### config.mk
export PLATFORM = sky130hd
export DESIGN_NAME = i2c_flag_tracker
export DESIGN_NICKNAME = d
export VERILOG_FILES = /design/src/rtl/i2c_flag_pkg.sv /design/src/rtl/line_sync.sv /design/src/rtl/bus_event_detect.sv /design/src/rtl/byte_position.sv /design/src/rtl/flag_regs.sv /design/src/rtl/i2c_flag_tracker.sv
export SDC_FILE = /design/constraint.sdc
export NUM_CORES = 1
export LEC_CHECK = 0
export ABC_AREA = 1
export BUFFER_PORTS_ARGS = -buffer_cell sky130_fd_sc_hd__buf_2
export CAP_MARGIN = 20
export CORE_ASPECT_RATIO = 1.1
export CORE_UTILIZATION = 40
export CTS_CLUSTER_SIZE = 8
export DETAILED_ROUTE_END_ITERATION = 7
export SLEW_MARGIN = 20
export SYNTH_ARGS = -nofsm -noshare
export SYNTH_HDL_FRONTEND = slang
export SYNTH_HIERARCHICAL = 1
export SYNTH_SLANG_ARGS = --single-unit
### constraint.sdc
create_clock -name clk -period 1.9 [get_ports clk]
set_input_delay 0.095 -clock clk [delete_from_list [all_inputs] [get_ports clk]]
set_output_delay 0.095 -clock clk [all_outputs]
set_load 0.03 [all_outputs]
### src/rtl/i2c_flag_pkg.sv
package i2c_flag_pkg;

   // Bus events decoded from the synchronized lines, valid for one cycle.
   typedef struct packed {
      logic start;
      logic stop;
      logic scl_rise;
   } bus_evt_t;

   // Status flags kept by the tracker.
   typedef struct packed {
      logic ack;
      logic start;
      logic stop;
      logic tx;
   } flags_t;

   localparam int unsigned MIN_SYNC_STAGES = 2;

endpackage

### src/rtl/line_sync.sv
module line_sync #(
   parameter int unsigned STAGES    = 2,
   parameter bit          IDLE_LEVEL = 1'b1
) (
   input  logic clk,
   input  logic rst_n,
   input  logic d_in,
   output logic q_out
);
   logic [STAGES-1:0] chain;

   generate
      if (STAGES < i2c_flag_pkg::MIN_SYNC_STAGES) begin : g_bad_depth
         $error("line_sync: STAGES below minimum");
      end
      for (genvar s = 0; s < STAGES; s++) begin : g_stage
         always_ff @(posedge clk or negedge rst_n) begin
            if (!rst_n)
               chain[s] <= IDLE_LEVEL;
            else if (s == 0)
               chain[s] <= d_in;
            else
               chain[s] <= chain[(s == 0) ? 0 : s-1];
         end
      end
   endgenerate

   assign q_out = chain[STAGES-1];
endmodule

### src/rtl/bus_event_detect.sv
module bus_event_detect
   import i2c_flag_pkg::*;
(
   input  logic     clk,
   input  logic     rst_n,
   input  logic     scl_s,
   input  logic     sda_s,
   output bus_evt_t evt
);
   logic scl_q, sda_q;

   always_ff @(posedge clk or negedge rst_n) begin
      if (!rst_n) begin
         scl_q <= 1'b1;
         sda_q <= 1'b1;
      end else begin
         scl_q <= scl_s;
         sda_q <= sda_s;
      end
   end

   always_comb begin
      evt.scl_rise = scl_s & ~scl_q;
      evt.start    = scl_s & scl_q & sda_q & ~sda_s;
      evt.stop     = scl_s & scl_q & ~sda_q & sda_s;
   end
endmodule

### src/rtl/byte_position.sv
module byte_position
   import i2c_flag_pkg::*;
#(
   parameter int unsigned CLOCKS_PER_BYTE = 9,
   parameter int unsigned RW_CLOCK        = 8,
   localparam int unsigned CNT_W          = $clog2(CLOCKS_PER_BYTE + 1)
) (
   input  logic             clk,
   input  logic             rst_n,
   input  logic             enable,
   input  bus_evt_t         evt,
   output logic [CNT_W-1:0] bit_cnt,
   output logic             ack_clk,
   output logic             rw_clk,
   output logic             first_clk,
   output logic             addr_first_clk,
   output logic             leave_addr,
   output logic             in_ack_slot
);
   localparam logic [CNT_W-1:0] LAST  = CNT_W'(CLOCKS_PER_BYTE);
   localparam logic [CNT_W-1:0] PRE_A = CNT_W'(CLOCKS_PER_BYTE - 1);
   localparam logic [CNT_W-1:0] PRE_R = CNT_W'(RW_CLOCK - 1);

   logic addr_byte;

   always_ff @(posedge clk or negedge rst_n) begin
      if (!rst_n) begin
         bit_cnt   <= '0;
         addr_byte <= 1'b0;
      end else if (!enable) begin
         bit_cnt   <= '0;
         addr_byte <= 1'b0;
      end else if (evt.start) begin
         bit_cnt   <= '0;
         addr_byte <= 1'b1;
      end else if (evt.scl_rise) begin
         if (bit_cnt == LAST) begin
            bit_cnt   <= CNT_W'(1);
            addr_byte <= 1'b0;
         end else begin
            bit_cnt <= bit_cnt + CNT_W'(1);
         end
      end
   end

   always_comb begin
      ack_clk        = evt.scl_rise && (bit_cnt == PRE_A);
      rw_clk         = evt.scl_rise && addr_byte && (bit_cnt == PRE_R);
      first_clk      = evt.scl_rise && ((bit_cnt == '0) || (bit_cnt == LAST));
      addr_first_clk = evt.scl_rise && addr_byte && (bit_cnt == '0);
      leave_addr     = evt.scl_rise && addr_byte && (bit_cnt == LAST);
      in_ack_slot    = (bit_cnt == LAST);
   end
endmodule

### src/rtl/flag_regs.sv
module flag_regs
   import i2c_flag_pkg::*;
(
   input  logic     clk,
   input  logic     rst_n,
   input  logic     enable,
   input  logic     wake_mode,
   input  logic     comm_release,
   input  logic     stretch_release,
   input  logic     shreg_write,
   input  bus_evt_t evt,
   input  logic     sda_s,
   input  logic     ack_clk,
   input  logic     rw_clk,
   input  logic     first_clk,
   input  logic     addr_first_clk,
   input  logic     leave_addr,
   input  logic     in_ack_slot,
   output flags_t   flags,
   output logic     sda_release
);
   logic wake_q;
   logic wake_fall;
   logic rx_return;

   assign wake_fall = wake_q & ~wake_mode;
   assign rx_return = stretch_release & ~shreg_write & in_ack_slot & flags.tx;

   always_ff @(posedge clk or negedge rst_n) begin
      if (!rst_n) wake_q <= 1'b0;
      else        wake_q <= wake_mode;
   end

   always_ff @(posedge clk or negedge rst_n) begin
      if (!rst_n) begin
         flags       <= '0;
         sda_release <= 1'b0;
      end else if (!enable) begin
         flags       <= '0;
         sda_release <= 1'b0;
      end else begin
         if (ack_clk && !sda_s)                        flags.ack <= 1'b1;
         else if (evt.stop || first_clk || comm_release) flags.ack <= 1'b0;

         if (evt.start)                                   flags.start <= 1'b1;
         else if (evt.stop || leave_addr || comm_release) flags.start <= 1'b0;

         if (evt.stop)                              flags.stop <= 1'b1;
         else if (addr_first_clk || wake_fall)      flags.stop <= 1'b0;

         if (rw_clk)                                flags.tx <= sda_s;
         else if (evt.start || evt.stop || comm_release || rx_return)
                                                    flags.tx <= 1'b0;

         sda_release <= rx_return;
      end
   end
endmodule

### src/rtl/i2c_flag_tracker.sv
module i2c_flag_tracker
   import i2c_flag_pkg::*;
#(
   parameter int unsigned SYNC_STAGES     = 2,
   parameter int unsigned CLOCKS_PER_BYTE = 9,
   parameter int unsigned RW_CLOCK        = 8,
   localparam int unsigned CNT_W          = $clog2(CLOCKS_PER_BYTE + 1)
) (
   input  logic clk,
   input  logic rst_n,
   input  logic scl_in,
   input  logic sda_in,
   input  logic enable,
   input  logic wake_mode,
   input  logic comm_release,
   input  logic stretch_release,
   input  logic shreg_write,
   output logic ack_det,
   output logic start_det,
   output logic stop_det,
   output logic tx_mode,
   output logic sda_release
);
   generate
      if (RW_CLOCK == 0 || RW_CLOCK >= CLOCKS_PER_BYTE) begin : g_bad_rw
         $error("i2c_flag_tracker: RW_CLOCK must lie inside the byte");
      end
      if (CLOCKS_PER_BYTE < 2) begin : g_bad_cpb
         $error("i2c_flag_tracker: CLOCKS_PER_BYTE too small");
      end
   endgenerate

   logic             scl_s, sda_s;
   bus_evt_t         evt;
   flags_t           flags;
   logic [CNT_W-1:0] bit_cnt;
   logic             ack_clk, rw_clk, first_clk, addr_first_clk, leave_addr, in_ack_slot;
   logic             ev_start, ev_stop, ev_scl_rise;

   line_sync #(.STAGES(SYNC_STAGES), .IDLE_LEVEL(1'b1)) i_scl_sync (
      .clk(clk), .rst_n(rst_n), .d_in(scl_in), .q_out(scl_s));
   line_sync #(.STAGES(SYNC_STAGES), .IDLE_LEVEL(1'b1)) i_sda_sync (
      .clk(clk), .rst_n(rst_n), .d_in(sda_in), .q_out(sda_s));

   bus_event_detect i_evt (
      .clk(clk), .rst_n(rst_n), .scl_s(scl_s), .sda_s(sda_s), .evt(evt));

   byte_position #(.CLOCKS_PER_BYTE(CLOCKS_PER_BYTE), .RW_CLOCK(RW_CLOCK)) i_pos (
      .clk(clk), .rst_n(rst_n), .enable(enable), .evt(evt),
      .bit_cnt(bit_cnt), .ack_clk(ack_clk), .rw_clk(rw_clk),
      .first_clk(first_clk), .addr_first_clk(addr_first_clk),
      .leave_addr(leave_addr), .in_ack_slot(in_ack_slot));

   flag_regs i_flags (
      .clk(clk), .rst_n(rst_n), .enable(enable), .wake_mode(wake_mode),
      .comm_release(comm_release), .stretch_release(stretch_release),
      .shreg_write(shreg_write), .evt(evt), .sda_s(sda_s),
      .ack_clk(ack_clk), .rw_clk(rw_clk), .first_clk(first_clk),
      .addr_first_clk(addr_first_clk), .leave_addr(leave_addr),
      .in_ack_slot(in_ack_slot), .flags(flags), .sda_release(sda_release));

   assign ev_start    = evt.start;
   assign ev_stop     = evt.stop;
   assign ev_scl_rise = evt.scl_rise;

   assign ack_det   = flags.ack;
   assign start_det = flags.start;
   assign stop_det  = flags.stop;
   assign tx_mode   = flags.tx;
endmodule

==> qor.txt <==
Via count - 654
Final hold violations - 0
Post-CTS setup buffers - 0
Input/output buffers - 13
Clock-pin slew on the worst setup and hold paths - 0.10 ns
Vias per Instance - 4.39
Wire per inst - 9.74 um
Max clock buf depth - 2
Clk Latency, worst-skew pair - 0.28 ns
Hold path depth - 4
WS Path Type - reg2reg
All-Layer GR Usage - 15.6%
Number of global-route vias before repair - 629
Comb power frac - 11.0%
CTS tree - built
Largest net degree at the start of global routing - 18
Chip Width - 45.7 um
Synthesized area - 842 sq um
Initial antenna violation count - 0
Yosys warning total - 6
Share of the yosys chip area belonging to registers - 51.4%
DR DRC count - 0
Sequential Power Share - 59.7%
Pleak - 0.000514 uW
Power Internal - 488 uW
Clk_skew - 0.00575 ns
F_max - 0.653 GHz
# IOs - 14
Final Power - 649 uW
Global route overflow - 0
Number of setup violations in the final report - 0
Area of the multi-input gates - 327 sq um
Initial DRC Count - 7
Routed WL - 1450 um
Synthesized area per cell - 8.42 sq um
Reg area - 433 sq um
P_sw - 161 uW
Net Sw Frac - 24.8%
Post-synth cell types - 15
Max rail drop VDD - 0.368 mV
Root buf cell - clkbuf_4
Tmin final - 1.53 ns
CTS Sinks - 17
R2R cell count - 9
Relative slew slack - 74.7%
Synth Net Count - 112
H-tree depth - 1
Layout cells sized above 1 - 26.4%
Slew of the pin with the lowest slew margin - 0.378 ns
Detailed placer's ending HPWL - 1100 um
RSZ-0062 raised after global routing - false
Global-route wire length before repair - 2610 um
Crit path capture type - register
WP data required - 2.08 ns
Diodes inserted - 0
Layout Nets - 134
P&R area growth vs syn - 19.8%
Run status - finished clean
Startpoint Class - register
GPL Wtd Cong - 0.814
Max-slew violations - 0
Die Y - 50.1 um
Worst Path Arrival - 1.71 ns
Number of synthesized register bits - 17
Num CTS Buffers - 3
Power per cell area - 644 mW/mm^2
Starting Density - 42.1%
Core area - 0.00200 sq mm
Total Neg Setup Slack - 0 ns
Final worst slack - 0.370 ns
# rows - 17
Hold Crit Class - in2reg
Clk pwr share - 29.4%
Post-synthesis cell count - 100
Post-route ant nets - 0
CTS resizes - 0
First-pass DRT Iterations - 4
Die ar. - 0.00229 sq mm
Fillers - 196
Dpl ws - 0.380 ns
Max Cap Violations - 0
CP max FO - 4
Period utilisation layout - 80.5%
[synthesized netlist by cell type]
cell	number	area, sq um
nand3_1	10	50.1
nor3_1	1	5.00
dfrtp_1	11	275
ha_1	3	37.5
inv_2	2	7.51
nor2_1	11	41.3
inv_1	20	75.1
nor2_4	1	11.3
nor2_2	3	18.8
nand2_1	21	78.8
dfstp_2	6	158
nand3_4	2	35.0
nand2_2	2	12.5
o22ai_1	1	6.26
a21oi_1	6	30.0
[power by group through the flow]
stage                     sequential (uW)  combinational, uW  clock, uW
after global routing                  389               83.1        217
final                                 387               71.1        191
after floorplan                       394               38.1          0
after global placement                394               64.6          0
after CTS                             387               72.2        204
after detailed placement              394               65.5          0
[cell families after synthesis]
group           count (synthesis)  share of synthesized area [%]
compound gates                  7                           4.31
simple gates                   51                           30.0
fa+ha+maj                       3                           4.46
buf+inv                        22                           9.81
flops                          17                           51.4
[registers in the layout, indices dropped and copies added (netlist names)]
name and count:
i_flags/flags 4, i_pos/bit_cnt 4, i_evt/scl_q 1, i_evt/sda_q 1, i_flags/sda_release 1, i_flags/wake_q 1
i_pos/addr_byte 1, i_scl_sync/chain 1, i_scl_sync/q_out 1, i_sda_sync/chain 1, i_sda_sync/q_out 1
[layout by cell type, fill, tap and decap left out]
master         Yosys  routed
nand2_1           21      21
inv_1             20      20
buf_2              0      13
nor2_1            11      11
dfrtp_1           11      11
nand3_1           10      10
dfstp_2            6       6
a21oi_1            6       6
dlygate4sd3_1      0       4
clkbuf_4           0       3
nor2_2             3       3
ha_1               3       3
inv_2              2       2
nand3_4            2       2
nand2_2            2       2
clkbuf_1           0       1
nor3_1             1       1
nor2_4             1       1
o22ai_1            1       1
[layer usage]
layer / track usage (%) / vias to the layer above / share of wire [%]
met4: 5.88 / 0 / 0.83
met3: 2.20 / 2 / 2.3
met5: 0 / - / 0
li1: - / 343 / -
met2: 25.2 / 7 / 47
met1: 20.4 / 302 / 49
[path summary, 6_finish.rpt]
kind	start	end	slack (ns)
min in group asynchronous	rst_n	i_flags/flags[2]$_DFFE_PN0P_	0.25
setup reg to reg	i_scl_sync/q_out$_DFF_PN1_	i_flags/flags[0]$_DFFE_PN0P_	0.37
hold reg to reg	i_sda_sync/chain[0]$_DFF_PN1_	i_sda_sync/q_out$_DFF_PN1_	0.36
max in group asynchronous	rst_n	i_scl_sync/q_out$_DFF_PN1_	1.33
hold / removal	shreg_write	i_flags/sda_release$_DFF_PN0_	0.06
setup / recovery	i_scl_sync/q_out$_DFF_PN1_	i_flags/flags[0]$_DFFE_PN0P_	0.37
[metrics by stage]
step	instances	utilization (%)	instance area, sq um	hold WS [ns]
6_report	149	50.4	1010	0.0563
5_1_grt	149	50.4	1010	0.0951
4_1_cts	149	50.4	1010	0.0512
3_5_place_dp	141	47.1	942	0.0350
3_3_place_gp	141	47.1	942	0.0325
2_1_floorplan	100	-	842	-0.201
[repair_timing]
item	4_1_cts	5_1_grt
hold endpoints to repair	14	0
setup endpoints to repair	0	0
hold buffers	4	0
[worst max-delay path, cell delays in order, from the launching register on]
cell	delay [ns]
dfstp_2	0.55
inv_1	0.04
nor2_1	0.18
nand2_1	0.13
nor3_1	0.27
inv_1	0.07
nand2_1	0.06
nor2_1	0.04
nand3_1	0.06
nand2_1	0.05
[final cells by class]
class	count	area share, %
repair buffers	17	10.4
multi-input cells	61	32.4
inverters	22	8.19
clock buffers	4	2.61
well taps	28	3.47
flip-flops and latches	17	42.9
No activity file was read; power rests on OpenSTA's default activity.
